### src/rtl/hwc_pkg.sv
package hwc_pkg;

  typedef enum logic [1:0] {
    ST_RUN    = 2'd0,
    ST_HALTED = 2'd1,
    ST_STAB   = 2'd2,
    ST_RESUME = 2'd3
  } hwc_state_e;

  localparam logic [1:0] RC_NONE = 2'b00;
  localparam logic [1:0] RC_NEXT = 2'b01;
  localparam logic [1:0] RC_ISR  = 2'b10;
  localparam logic [1:0] RC_RSTV = 2'b11;

endpackage

### src/rtl/hwc_irq_sync.sv
module hwc_irq_sync #(
  parameter int STAGES = 2
) (
  input  logic clk,
  input  logic rst_n,
  input  logic irq_raw,
  output logic irq_rise
);

  logic [STAGES-1:0] sync_q;
  logic [STAGES-1:0] sync_d;
  logic              prev_q;

  always_comb begin
    sync_d = {sync_q[STAGES-2:0], irq_raw};
  end

  always_ff @(posedge clk or negedge rst_n) begin
    if (!rst_n) begin
      sync_q <= '0;
      prev_q <= 1'b0;
    end else begin
      sync_q <= sync_d;
      prev_q <= sync_q[STAGES-1];
    end
  end

  assign irq_rise = sync_q[STAGES-1] & ~prev_q;


  single_rise_chk: assert property (@(posedge clk) disable iff (!rst_n)
    irq_rise |=> !irq_rise)
    else $error("irq rise indication lasted more than one cycle");

endmodule

### src/rtl/hwc_stab_timer.sv
module hwc_stab_timer #(
  parameter int STAB_CYCLES = 4096
) (
  input  logic clk,
  input  logic rst_n,
  input  logic clr,
  input  logic run,
  output logic done
);

  localparam int CW = (STAB_CYCLES > 2) ? $clog2(STAB_CYCLES) : 1;
  localparam logic [CW-1:0] LAST = CW'(STAB_CYCLES - 1);

  logic [CW-1:0] cnt_q;
  logic [CW-1:0] cnt_d;
  logic          cnt_en;

  always_comb begin
    cnt_en = clr | run;
    cnt_d  = clr ? '0 : cnt_q + 1'b1;
  end

  always_ff @(posedge clk or negedge rst_n) begin
    if (!rst_n) begin
      cnt_q <= '0;
    end else if (cnt_en) begin
      cnt_q <= cnt_d;
    end
  end

  assign done = run && (cnt_q == LAST);


  stab_step_chk: assert property (@(posedge clk) disable iff (!rst_n)
    (run && !clr && !done) |=> (cnt_q == $past(cnt_q) + 1'b1))
    else $error("stabilization counter skipped a step");


  stab_restart_chk: assert property (@(posedge clk) disable iff (!rst_n)
    clr |=> (cnt_q == '0))
    else $error("stabilization counter not restarted");

endmodule

### src/rtl/hwc_fsm.sv
module hwc_fsm
  import hwc_pkg::*;
(
  input  logic       clk,
  input  logic       rst_n,
  input  logic       halt_req,
  input  logic       wdog_en,
  input  logic       irq_rise,
  input  logic       irq_mask,
  input  logic       ext_rst,
  input  logic       tmr_done,
  output logic       tmr_clr,
  output logic       tmr_run,
  output logic       osc_en,
  output logic       cpu_clk_en,
  output logic       per_clk_en,
  output logic       resume_vld,
  output logic [1:0] resume_code
);

  hwc_state_e state_q, state_d;
  logic       cause_rst_q, cause_rst_d;
  logic [1:0] code_q, code_d;

  always_comb begin
    state_d     = state_q;
    cause_rst_d = cause_rst_q;
    code_d      = code_q;
    tmr_clr     = 1'b0;
    unique case (state_q)
      ST_RUN: begin
        if (halt_req && !wdog_en) state_d = ST_HALTED;
      end
      ST_HALTED: begin
        if (ext_rst) begin
          state_d     = ST_STAB;
          cause_rst_d = 1'b1;
          tmr_clr     = 1'b1;
        end else if (irq_rise) begin
          state_d     = ST_STAB;
          cause_rst_d = 1'b0;
          tmr_clr     = 1'b1;
        end
      end
      ST_STAB: begin
        if (ext_rst) begin
          cause_rst_d = 1'b1;
          tmr_clr     = 1'b1;
        end else if (tmr_done) begin
          state_d = ST_RESUME;
          code_d  = cause_rst_q ? RC_RSTV : (irq_mask ? RC_NEXT : RC_ISR);
        end
      end
      ST_RESUME: begin
        if (ext_rst) begin
          state_d     = ST_STAB;
          cause_rst_d = 1'b1;
          tmr_clr     = 1'b1;
        end else begin
          state_d = ST_RUN;
        end
      end
      default: state_d = ST_RUN;
    endcase
  end

  always_ff @(posedge clk or negedge rst_n) begin
    if (!rst_n) begin
      state_q     <= ST_RUN;
      cause_rst_q <= 1'b0;
      code_q      <= RC_NONE;
    end else begin
      state_q     <= state_d;
      cause_rst_q <= cause_rst_d;
      code_q      <= code_d;
    end
  end

  always_comb begin
    tmr_run     = (state_q == ST_STAB);
    osc_en      = (state_q != ST_HALTED);
    cpu_clk_en  = (state_q == ST_RUN) || (state_q == ST_RESUME);
    per_clk_en  = cpu_clk_en;
    resume_vld  = (state_q == ST_RESUME);
    resume_code = resume_vld ? code_q : RC_NONE;
  end


  wdog_ignore_chk: assert property (@(posedge clk) disable iff (!rst_n)
    (state_q == ST_RUN && halt_req && wdog_en) |=> (osc_en && cpu_clk_en && per_clk_en))
    else $error("HALT honoured while watchdog running");


  halt_gate_chk: assert property (@(posedge clk) disable iff (!rst_n)
    (state_q == ST_RUN && halt_req && !wdog_en) |=> (!osc_en && !cpu_clk_en && !per_clk_en))
    else $error("accepted HALT did not gate clocks");


  mask_free_wake_chk: assert property (@(posedge clk) disable iff (!rst_n)
    (state_q == ST_HALTED && irq_rise && !ext_rst) |=> (state_q == ST_STAB && osc_en))
    else $error("interrupt edge did not wake");


  rst_priority_chk: assert property (@(posedge clk) disable iff (!rst_n)
    (state_q != ST_RUN && ext_rst) |=> (state_q == ST_STAB && cause_rst_q))
    else $error("reset wake not taken");


  clk_return_chk: assert property (@(posedge clk) disable iff (!rst_n)
    $rose(cpu_clk_en) |-> resume_vld)
    else $error("clocks returned without resume pulse");


  resume_pulse_chk: assert property (@(posedge clk) disable iff (!rst_n)
    resume_vld |=> !resume_vld)
    else $error("resume pulse longer than one cycle");

endmodule

### src/rtl/halt_wake_ctrl.sv
module halt_wake_ctrl #(
  parameter int STAB_CYCLES = 4096,
  parameter int SYNC_STAGES = 2
) (
  input  logic       clk,
  input  logic       rst_n,
  input  logic       halt_req,
  input  logic       wdog_en,
  input  logic       ext_irq_raw,
  input  logic       irq_mask,
  input  logic       ext_rst,
  output logic       osc_en,
  output logic       cpu_clk_en,
  output logic       per_clk_en,
  output logic       resume_vld,
  output logic [1:0] resume_code
);

  logic irq_rise;
  logic tmr_clr;
  logic tmr_run;
  logic tmr_done;

  hwc_irq_sync #(.STAGES(SYNC_STAGES)) u_sync (
    .clk      (clk),
    .rst_n    (rst_n),
    .irq_raw  (ext_irq_raw),
    .irq_rise (irq_rise)
  );

  hwc_stab_timer #(.STAB_CYCLES(STAB_CYCLES)) u_timer (
    .clk   (clk),
    .rst_n (rst_n),
    .clr   (tmr_clr),
    .run   (tmr_run),
    .done  (tmr_done)
  );

  hwc_fsm u_fsm (
    .clk         (clk),
    .rst_n       (rst_n),
    .halt_req    (halt_req),
    .wdog_en     (wdog_en),
    .irq_rise    (irq_rise),
    .irq_mask    (irq_mask),
    .ext_rst     (ext_rst),
    .tmr_done    (tmr_done),
    .tmr_clr     (tmr_clr),
    .tmr_run     (tmr_run),
    .osc_en      (osc_en),
    .cpu_clk_en  (cpu_clk_en),
    .per_clk_en  (per_clk_en),
    .resume_vld  (resume_vld),
    .resume_code (resume_code)
  );

endmodule

### config.mk
export PLATFORM = sky130hd
export DESIGN_NAME = halt_wake_ctrl
export DESIGN_NICKNAME = d
export VERILOG_FILES = /design/src/rtl/hwc_pkg.sv /design/src/rtl/hwc_irq_sync.sv /design/src/rtl/hwc_stab_timer.sv /design/src/rtl/hwc_fsm.sv /design/src/rtl/halt_wake_ctrl.sv
export SDC_FILE = /design/constraint.sdc
export NUM_CORES = 1
export LEC_CHECK = 0
export ABC_AREA = 0
export BUFFER_PORTS_ARGS = -buffer_cell sky130_fd_sc_hd__clkbuf_2
export CORE_ASPECT_RATIO = 0.9
export CORE_MARGIN = 2
export CORE_UTILIZATION = 59
export CTS_BUF_LIST = sky130_fd_sc_hd__clkbuf_2 sky130_fd_sc_hd__clkbuf_4 sky130_fd_sc_hd__clkbuf_8
export CTS_CLUSTER_SIZE = 10
export DETAILED_ROUTE_END_ITERATION = 6
export PLACE_DENSITY = 0.83
export SLEW_MARGIN = 10
export SYNTH_ARGS = -nofsm -noshare
export SYNTH_HDL_FRONTEND = slang
export SYNTH_SLANG_ARGS = --single-unit
### constraint.sdc
create_clock -name clk -period 2.1 [get_ports clk]
set_input_delay 0.21 -clock clk [delete_from_list [all_inputs] [get_ports clk]]
set_output_delay 0.21 -clock clk [all_outputs]
set_load 0.02 [all_outputs]
==> metrics.cfg, run 1 <==
[power]
p_leak_nw = 0.556
pwr_density_cell_nw_per_um2 = 997
ir_drop_v = 0.00103

[die]
num_io_pins = 13
die_h_um = 43.9
die_w_um = 48.3
dieArea_um2 = 2120
rows = 14
start_util = 0.626
coreArea_um2 = 1660

[synth]
synth_area_leaders = dfrtp_1, ha_1, xnor2_1
yosysTopAreaCell = dfrtp_1
synth-edff-count = 0
synthCells = 105
synth_seq_cells = 20
syn_nets = 117
synth_top_area_frac = 0.480
ys.flop_type = dfrtp_1
synth.distinct_cells = 27
ys_warn_count = 0
synthArstFlopShare = 1.00
syn-cell-area_um2 = 1040
seq_area_frac_synth = 0.480
syn_area_per_cell_um2 = 9.93

[route]
wl_met2_um = 796
drc = 0
drt_iter0_drc = 14
wl_per_cell_um = 11.8
drt_first_pass_iters = 4
vias = 760
topRoutingLayerUsed = met4
routed_wl_mm = 1.70
avgViaCountPerCell = 5.28
wl_met3_um = 46
antenna_left = 0
drt-met1-wl_um = 837

[status]
status = finished, final reports clean

[final_layout]
final_cell_mix = dfrtp_1, nor2_1, clkbuf_2
area_growth_pct = 11.0
fin_cells = 144
final_common_cell = dfrtp_1
nets = 134
drive_above_1_share = 0.158
antenna_cells = 0

[critical_path]
r2r_cells = 6
critPathMaxStageDelay_ns = 0.44
r2r_slack_ns = 0.32
setup.worst_path.start_class = register
reg2reg_to = u_timer.cnt_q[11]
crit_type = reg2reg
reg2reg_from = u_fsm.state_q[0]
cp_data_required_time_ns = 2.29
cp_slowest_cell = dfrtp_1
critPathMaxFanout = 11
crit_chain = inv_1 -> ha_1 -> nand3_1 -> nor4_1 -> xnor2_1 -> nor2_1
cp-end-kind = register
cp-endpoint = u_timer.cnt_q[11]
worstPathArrival_ns = 1.97
crit_start = u_fsm.state_q[0]

[timing]
maxSlewHeadroom = 0.688
rsz0062_at_grt = false
fmax_mhz = 562
tns_ns = 0
hold_viol = 0
worst_pin_slew_ns = 0.468
fin_crit_sh = 0.847
slew_violations = 0
fin_crit_ns = 1.78
setup_viol = 0
finClkSkew_ns = 0.00323

[grt]
track_usage = 0.204
antenna_found_initial = 0
grt_max_degree = 21
grt_pass1_vias = 763
grt_pass1_wl_mm = 3.26
grt_overflow_total = 0

[place]
dp.cells = 139
hpwlAfterDp_mm = 1.30
numPortBuffers = 12
gp_congestion = 0.867

[clock_network]
cts-htree-levels = 1
cts_resized = 0
post_cts_buffers = 0
insertion_delay_ns = 0.29
root_buffer = clkbuf_4
clock_sinks = 20
cts_buffers = 3
cts.clk_slew.worst_paths_ns = 0.10
clk_path_buf_depth = 2
cts_tree = built

[job]
max-cap-violations = 0

[worst_hold_path]
hp-class = in2reg

## report_power, final
group          internal, mW  leakage [nW]  switching (mW)
clock                0.0667        0.0138           0.101
combinational         0.190         0.282           0.299
sequential            0.439         0.260          0.0572
total                 0.697         0.556           0.458
## synth_stat cells (2+ instances only)
cell type,instances
dfrtp_1,20
nor2_1,16
inv_1,8
nand2_1,7
xnor2_1,7
ha_1,5
nand2b_1,4
nor4_1,4
xor2_1,4
a21oi_1,3
nand4_1,3
nor3_1,3
o21ai_0,3
and2_1,2
mux2i_1,2
nand3_1,2
o21a_1,2
## state kept, by name (all words and copies together), names as in the netlist
signal,count
u_sync.sync_q,2
u_fsm.code_q,2
u_fsm.cause_rst_q,1
u_sync.prev_q,1
u_fsm.state_q,2
u_timer.cnt_q,12
## metrics by stage
stage	util	hold WS [ns]	cell area (µm²)	setup WS [ns]	power, mW
final	0.695	0.201	1160	0.321	1.15
after global routing	0.695	0.215	1160	0.173	1.25
after CTS	0.689	0.00136	1150	0.329	1.17
after detailed placement	0.670	0.187	1110	0.336	0.992
after global placement	0.670	0.185	1110	0.425	0.976
after floorplan	-	-0.0856	1040	0.552	0.886
## how the worst min path moves through the flow
| stage | startpoint | end | slack (ns) | cells after the start |
|---|---|---|---|---|
| after floorplan | rst_n | u_fsm.cause_rst_q | -0.09 | 0 |
| after global routing | ext_rst | u_fsm.cause_rst_q | 0.22 | 3 |
| after CTS | ext_irq_raw | u_sync.sync_q[0] | 0.001 | 1 |
| final | irq_mask | u_fsm.code_q[0] | 0.20 | 3 |
| after detailed placement | rst_n | u_fsm.code_q[0] | 0.19 | 1 |
| after global placement | rst_n | u_fsm.code_q[0] | 0.19 | 1 |
## per-layer routing
metal  GRT usage  vias up
met5           0        -
met2       0.328       14
li1            -      381
met4       0.114        0
met1       0.256      363
met3      0.0552        2
## cell families after synthesis
logic type | share of synthesized area
xor+xnor | 0.0924
buf+inv | 0.0528
fa+ha+maj | 0.0600
compound gates | 0.0672
flops | 0.480
simple gates | 0.217
mux | 0.0300
## critical path, delay by kind of cell, from the launching register on
kind / cells / cell delay (ns)
AND/OR/NAND/NOR: 3 / 0.56
flip-flops: 1 / 0.44
adder cells (fa/ha/maj): 1 / 0.42
XOR/XNOR: 1 / 0.16
buffers and inverters: 1 / 0.10
## layout make-up
class	instances	area [µm²]
Fill cell	131	507
Multi-Input combinational cell	74	487
Inverter	8	30.0
Sequential cell	20	500
Tap cell	24	30.0
Timing Repair Buffer	15	87.6
Clock buffer	3	22.5
## repair_timing
action / 4_1_cts / 5_1_grt
hold endpoints to repair: 20 / 1
hold buffers: 1 / 1
setup endpoints to repair: 0 / 0
Note: power is estimated with default switching activity, not from simulation.
==> run 2: changes to the inputs <==
clock period = 1.7 ns   (was 2.1 ns; I/O delays follow)
==> run 2 against run 1 <==
Net effect: critical path depth is 1 higher; non-clock buffer count up 3; via count increased by 2.4%; critical endpoint is now u_timer.cnt_q[9]; largest power group is now combinational cells.
==> metrics.cfg, run 2 (synthesized netlist as in run 1, its figures left out) <==
[status]
status = finished, final reports clean  ; unchanged

[grt]
grt_max_degree = 21  ; unchanged
grt_pass1_vias = 770  ; was 763
antenna_found_initial = 0  ; unchanged
track_usage = 0.209  ; was 0.204
grt_overflow_total = 0  ; unchanged
grt_pass1_wl_mm = 3.24  ; was 3.26 mm

[critical_path]
cp_slowest_cell = dfrtp_1  ; unchanged
cp-end-kind = register  ; unchanged
worstPathArrival_ns = 1.78  ; was 1.97 ns
crit_chain = inv_1 -> ha_1 -> buf_6 -> nand3_1 -> nor4_1 -> xnor2_1 -> nor2_1  ; was inv_1 -> ha_1 -> nand3_1 -> nor4_1 -> xnor2_1 -> nor2_1
reg2reg_to = u_timer.cnt_q[9]  ; was u_timer.cnt_q[11]
r2r_cells = 7  ; was 6
cp_data_required_time_ns = 1.88  ; was 2.29 ns
crit_type = reg2reg  ; unchanged
setup.worst_path.start_class = register  ; unchanged
critPathMaxStageDelay_ns = 0.43  ; was 0.44 ns
critPathMaxFanout = 10  ; was 11
r2r_slack_ns = 0.1  ; was 0.32 ns
reg2reg_from = u_fsm.state_q[0]  ; unchanged

[timing]
setup_viol = 0  ; unchanged
finClkSkew_ns = 0.00514  ; was 0.00323 ns
hold_slack_ns = 0.132  ; was 0.201 ns
maxSlewHeadroom = 0.636  ; was 0.688
fmax_mhz = 623  ; was 562 MHz
tns_ns = 0  ; unchanged
worst_slack_ns = 0.0960  ; was 0.321 ns
hold_viol = 0  ; unchanged
worst_pin_slew_ns = 0.546  ; was 0.468 ns
rsz0062_at_grt = true  ; was false
fin_crit_ns = 1.60  ; was 1.78 ns
slew_violations = 0  ; unchanged
fin_crit_sh = 0.944  ; was 0.847

[route]
drc = 0  ; unchanged
vias = 778  ; was 760
drt-met1-wl_um = 857  ; was 837 µm
routed_wl_mm = 1.89  ; was 1.70 mm
drt_iter0_drc = 10  ; was 14
wl_met3_um = 43  ; was 46 µm
topRoutingLayerUsed = met4  ; unchanged
wl_per_cell_um = 12.8  ; was 11.8 µm
antenna_left = 0  ; unchanged
avgViaCountPerCell = 5.26  ; was 5.28
wl_met2_um = 947  ; was 796 µm
drt_first_pass_iters = 5  ; was 4

[die]
start_util = 0.626  ; unchanged
coreArea_um2 = 1660  ; unchanged
dieArea_um2 = 2120  ; unchanged
num_io_pins = 13  ; unchanged
rows = 14  ; unchanged
die_h_um = 43.9  ; unchanged
die_w_um = 48.3  ; unchanged

[final_layout]
largest_reg_flops = 12  ; unchanged
antenna_cells = 0  ; unchanged
postLayoutCoreUtil = 0.732  ; was 0.695
final_area_um2 = 1220  ; was 1160 µm²
top_register = u_timer.cnt_q  ; unchanged
area_growth_pct = 16.9  ; was 11.0%
final_common_cell = dfrtp_1  ; unchanged
final_cell_mix = dfrtp_1, nor2_1, clkbuf_2  ; unchanged
drive_above_1_share = 0.218  ; was 0.158
nets = 137  ; was 134
fin_cells = 148  ; was 144

[clock_network]
clk_path_buf_depth = 2  ; unchanged
root_buffer = clkbuf_4  ; unchanged
cts-htree-levels = 1  ; unchanged
clock_sinks = 20  ; unchanged
cts_buffers = 3  ; unchanged
insertion_delay_ns = 0.31  ; was 0.29 ns
cts_tree = built  ; unchanged
cts.clk_slew.worst_paths_ns = 0.11  ; was 0.10 ns

[power]
pwr_density_cell_nw_per_um2 = 1280  ; was 997 nW/µm²
p_leak_nw = 0.579  ; was 0.556 nW
finalPower_mw = 1.56  ; was 1.15 mW
ir_drop_v = 0.00124  ; was 0.00103 V

[place]
dpl_cell_area_um2 = 1120  ; was 1110 µm²
gp_congestion = 0.812  ; was 0.867
dp.cells = 140  ; was 139
numPortBuffers = 12  ; unchanged
dp_slack_ns = -0.112  ; was 0.336 ns
hpwlAfterDp_mm = 1.35  ; was 1.30 mm

[worst_hold_path]
hp-class = in2reg  ; unchanged
holdCritStartpoint = ext_rst  ; was irq_mask
hold_end = u_fsm.cause_rst_q  ; was u_fsm.code_q[0]
hold_depth = 3  ; unchanged

[job]
max-cap-violations = 0  ; unchanged

==> run 2: cell types whose count changed in the layout (fill, tap and decap cells not counted) <==
| cell | delta |
|---|---|
| a21oi_1 | -1 |
| a21oi_2 | +1 |
| buf_4 | +2 |
| buf_6 | +1 |
| clkbuf_8 | +1 |
| nor3_1 | -1 |
| nor3_2 | +1 |
| nor4_1 | -2 |
| nor4_2 | +2 |
==> run 2: report_power, final <==
part | internal (mW) | switching, mW | leakage (nW)
Combinational | 0.272 | 0.406 | 0.298
Clock | 0.131 | 0.144 | 0.0210
Sequential | 0.543 | 0.0670 | 0.260
Total | 0.946 | 0.617 | 0.579
==> run 2: area by class of cell <==
type                            count  area (µm²)
Timing Repair Buffer               18         114
Inverter                            8        30.0
Tap cell                           24        30.0
Sequential cell                    20         500
Multi-Input combinational cell     74         508
Clock buffer                        4        36.3
Fill cell                         121         445
==> run 2: layer usage <==
layer	GRT usage	vias up
met5	0	-
met1	0.235	379
li1	-	385
met4	0.120	0
met2	0.372	9
met3	0.0517	5
==> run 2: what timing repair did <==
item                                    4_1_cts  5_1_grt
gates resized for setup                       1        4
hold endpoints to repair                     21        0
endpoints found under the setup margin       12        4
hold buffers                                  2        0
pin swaps                                     0        1
buffers inserted                              0        2
==> run 2: worst max-delay path, delay by kind of cell (launching register included) <==
family / cells / cell delay (ns)
buffers and inverters: 2 / 0.25
XOR/XNOR: 1 / 0.17
AND/OR/NAND/NOR: 3 / 0.45
adder cells (fa/ha/maj): 1 / 0.18
flip-flops: 1 / 0.43
==> run 2: worst max path at each step <==
stage	slack, ns	end	depth (start not counted)	from
6_report	0.1	u_timer.cnt_q[9]	7	u_fsm.state_q[0]
5_1_grt	-0.03	u_timer.cnt_q[9]	7	u_fsm.state_q[0]
4_1_cts	0.009	u_timer.cnt_q[11]	7	u_fsm.state_q[0]
3_5_place_dp	-0.11	u_timer.cnt_q[8]	5	u_fsm.state_q[1]
3_3_place_gp	-0.008	u_timer.cnt_q[5]	5	u_fsm.state_q[1]
2_1_floorplan	0.15	u_timer.cnt_q[10]	7	u_fsm.state_q[0]
==> run 3: changes to the inputs <==
SYNTH_HIERARCHICAL = 1   (was unset)
==> run 3 against run 2 <==
Net effect: the flow now stops in global routing; synthesized area up 2.8%; synthesized cell count up 1.9%.
==> metrics.cfg, run 3 <==
[status]
status = did not finish  ; was finished, final reports clean
haltStage = global routing
error = [ERROR DPL-0033] detailed placement checks failed during check placement.

[synth]
ys.flop_type = dfrtp_1  ; unchanged
syn_nets = 120  ; was 117
synthCells = 107  ; was 105
synth_top_area_frac = 0.467  ; was 0.480
ys_warn_count = 6  ; was 0
syn_area_per_cell_um2 = 10.0  ; was 9.93 µm²
synth.distinct_cells = 33  ; was 27
synth-edff-count = 0  ; unchanged
synthArstFlopShare = 1.00  ; unchanged
synth_area_leaders = dfrtp_1, ha_1, a21oi_1  ; was dfrtp_1, ha_1, xnor2_1
yosysTopAreaCell = dfrtp_1  ; unchanged
synth_seq_cells = 20  ; unchanged
synth_common_cells = dfrtp_1, a21oi_1, nor2_1, nand2_1  ; was dfrtp_1, nor2_1, inv_1, nand2_1, xnor2_1
synth_most_common_cell = dfrtp_1  ; unchanged
seq_area_frac_synth = 0.467  ; was 0.480
syn-cell-area_um2 = 1070  ; was 1040 µm²

[clock_network]
clk_path_buf_depth = 2  ; unchanged
cts-htree-levels = 1  ; unchanged
clock_sinks = 20  ; unchanged
cts_buffers = 3  ; unchanged
root_buffer = clkbuf_4  ; unchanged

[grt]
antenna_found_initial = 0
grt_max_degree = 21

[place]
numPortBuffers = 12  ; unchanged
hpwlAfterDp_mm = 1.67  ; was 1.35 mm
dp.cells = 163  ; was 140
gp_congestion = 0.905  ; was 0.812

[die]
die_h_um = 44.4  ; was 43.9 µm
rows = 14  ; unchanged
num_io_pins = 13  ; unchanged
start_util = 0.637  ; was 0.626
die_w_um = 48.9  ; was 48.3 µm

[timing]
endpoint_type = register input
worst_endpoint = u_fsm/state_q[1]$_DFFE_PN0P_/D

-- run 3: per-stage QoR --
step / cell area (µm²) / util / TNS [ns] / worst slack [ns]
floorplan: 1100 / - / -1.57 / -0.502
global placement: 1340 / 0.795 / -0.871 / -0.257
detailed placement: 1340 / 0.795 / -1.19 / -0.329
CTS: 1540 / 0.918 / -1.21 / -0.292
-- run 3: cell families after synthesis --
| family | count (synthesis) | share of synthesized area |
|---|---|---|
| flip-flops | 20 | 0.467 |
| XOR/XNOR | 4 | 0.0327 |
| adder cells (fa/ha/maj) | 6 | 0.0701 |
| buffers and inverters | 9 | 0.0385 |
| multiplexers | 3 | 0.0304 |
| AO/OA/AOI/OAI | 24 | 0.140 |
| AND/OR/NAND/NOR | 41 | 0.221 |
-- run 3: repair_timing --
action | 4_1_cts
pin swaps | 9
hold endpoints to repair | 21
gates resized for setup | 20
endpoints found under the setup margin | 6
hold buffers | 2
setup buffers | 10
cloned | 0
==> run 4: changes to the inputs <==
CORE_AREA = 2 2 63 65   (was unset)
CORE_ASPECT_RATIO = unset   (was 0.9)
CORE_MARGIN = unset   (was 2)
CORE_UTILIZATION = unset   (was 59)
CTS_BUF_LIST = unset   (was sky130_fd_sc_hd__clkbuf_2 sky130_fd_sc_hd__clkbuf_4 sky130_fd_sc_hd__clkbuf_8)
CTS_CLUSTER_SIZE = unset   (was 10)
DIE_AREA = 0 0 65 67   (was unset)
PLACE_DENSITY = unset   (was 0.83)
PLACE_DENSITY_LB_ADDON = 0.15   (was unset)
==> run 4 against run 3 <==
Net effect: the flow now finishes, with violations (setup timing); synthesized cell count unchanged; synthesized area unchanged.
==> metrics.cfg, run 4 <==
[synth]
synth_common_cells = dfrtp_1, a21oi_1, nor2_1, nand2_1  ; unchanged
synth_most_common_cell = dfrtp_1  ; unchanged
yosysTopAreaCell = dfrtp_1  ; unchanged
synth-edff-count = 0  ; unchanged
ys_warn_count = 6  ; unchanged
synth_seq_cells = 20  ; unchanged
syn_area_per_cell_um2 = 10.0  ; unchanged
synth_top_area_frac = 0.467  ; unchanged
ys.flop_type = dfrtp_1  ; unchanged
synthArstFlopShare = 1.00  ; unchanged
synth.distinct_cells = 33  ; unchanged
seq_area_frac_synth = 0.467  ; unchanged
syn-cell-area_um2 = 1070  ; unchanged
syn_nets = 120  ; unchanged
synthCells = 107  ; unchanged
synth_area_leaders = dfrtp_1, ha_1, a21oi_1  ; unchanged

[place]
gp_congestion = 0.718  ; was 0.905
hpwlAfterDp_mm = 1.73  ; was 1.67 mm
numPortBuffers = 12  ; unchanged
dp.cells = 189  ; was 163

[die]
start_util = 0.297  ; was 0.637
dieArea_um2 = 4360
coreArea_um2 = 3610
rows = 22  ; was 14
die_h_um = 67  ; was 44.4 µm
die_w_um = 65  ; was 48.9 µm
num_io_pins = 13  ; unchanged

[grt]
grt_overflow_total = 0
track_usage = 0.119
grt_max_degree = 21
grt_pass1_wl_mm = 3.98
grt_pass1_vias = 918
antenna_found_initial = 0

[critical_path]
cp-endpoint = u_fsm/state_q[1]
reg2reg_from = u_fsm/state_q[0]
critPathMaxFanout = 2
critPathMaxStageDelay_ns = 0.42
worstPathArrival_ns = 2.18
reg2reg_to = u_fsm/state_q[1]
cp-end-kind = register
crit_start = u_fsm/state_q[0]
crit_type = reg2reg
cp_data_required_time_ns = 1.85
cp_slowest_cell = a222oi_1
crit_cells = 7
crit_family = simple AND/OR/NAND/NOR gates
r2r_slack_ns = -0.33
crit_chain = inv_2 -> ha_4 -> nand4_1 -> nor4_2 -> nand2b_1 -> a222oi_1 -> mux2_2
setup.worst_path.start_class = register
crit_buf_inv = 1
r2r_cells = 7

[timing]
hold_viol = 0
worst_pin_slew_ns = 0.525
slew_violations = 0
tns_ns = -1.24
maxSlewHeadroom = 0.650
hold_slack_ns = 0.0176
fmax_mhz = 492
fin_crit_ns = 2.03
finClkSkew_ns = 0.00508
rsz0062_at_grt = true
fin_crit_sh = 1.20
worst_slack_ns = -0.333
setup_viol = 7

[clock_network]
root_buffer = clkbuf_8  ; was clkbuf_4
cts_buffers = 3  ; unchanged
cts_tree = built
clock_sinks = 20  ; unchanged
clk_path_buf_depth = 2  ; unchanged
insertion_delay_ns = 0.26
cts-htree-levels = 1  ; unchanged
cts.clk_slew.worst_paths_ns = 0.08

[route]
wl_per_cell_um = 11.6
routed_wl_mm = 2.32
antenna_left = 0
vias = 902
drt_first_pass_iters = 4
avgViaCountPerCell = 4.51
drt_iter0_drc = 30
drc = 0

[final_layout]
antenna_cells = 0
top_register = u_timer/cnt_q
area_growth_pct = 47.1
fin_cells = 200
final_common_cell = buf_4
largest_reg_flops = 12
nets = 166
final_cell_mix = buf_4, dfrtp_1, clkbuf_2
drive_above_1_share = 0.428

[power]
ir_drop_v = 0.000369
pwr_density_cell_nw_per_um2 = 661
finalPower_mw = 1.04
p_leak_nw = 0.717

[job]
max-cap-violations = 0

[status]
status = complete, but fails checks  ; was did not finish
violations = setup timing

[worst_hold_path]
hp-class = in2reg

## run 4: cell families (layout without fill, tap and decap cells)
| family | Yosys count | count (layout) | synth area share |
|---|---|---|---|
| adders and majority gates | 6 | 6 | 0.0701 |
| AOI/OAI and AO/OA | 24 | 24 | 0.140 |
| buffers and inverters | 9 | 54 | 0.0385 |
| muxes | 3 | 3 | 0.0304 |
| DFF | 20 | 20 | 0.467 |
| and+or+nand+nor | 41 | 41 | 0.221 |
| xor gates and xnor gates | 4 | 4 | 0.0327 |
## run 4: what timing repair did
action,CTS,global route
endpoints found under the setup margin,7,10
pin swaps,4,5
hold endpoints to repair,20,0
hold buffers,1,0
setup buffers,4,3
resized for setup,1,14
## run 4: worst min path at each step
| stage | startpoint | end | depth (start not counted) |
|---|---|---|---|
| after floorplan | rst_n | u_fsm/cause_rst_q | 0 |
| after global placement | rst_n | u_timer/cnt_q[6] | 1 |
| after detailed placement | rst_n | u_timer/cnt_q[5] | 1 |
| after CTS | ext_irq_raw | u_sync/sync_q[0] | 1 |
| after global routing | ext_irq_raw | u_sync/sync_q[0] | 1 |
| final | ext_irq_raw | u_sync/sync_q[0] | 1 |
## run 4: where the power goes
group | internal, mW | switching, mW
Combinational | 0.0361 | 0.0405
Sequential | 0.485 | 0.00511
Clock | 0.314 | 0.161
Total | 0.835 | 0.207
## run 4: stage by stage
stage	setup WS, ns	cell area [µm²]	util
4_1_cts	-0.343	1490	0.414
6_report	-0.333	1580	0.437
5_1_grt	-0.453	1580	0.437
2_1_floorplan	-0.502	1100	-
3_5_place_dp	-0.400	1380	0.383
3_3_place_gp	-0.278	1380	0.383
## run 4: metal layers
| layer | vias up | track usage | wire length [µm] |
|---|---|---|---|
| li1 | 470 | - | - |
| met1 | 424 | 0.154 | 1080 |
| met2 | 6 | 0.202 | 1180 |
| met3 | 2 | 0.0152 | 43 |
| met4 | 0 | 0.0399 | 20 |
| met5 | - | 0 | 0 |
## run 4: cell type report
type                            count  area, µm²
Clock buffer                        3       41.3
Sequential cell                    20        500
Clock inverter                      1       30.0
Inverter                            6       22.5
Multi-Input combinational cell     78        611
Timing Repair Buffer               44        310
Fill cell                         348       2030
Tap cell                           48       60.1
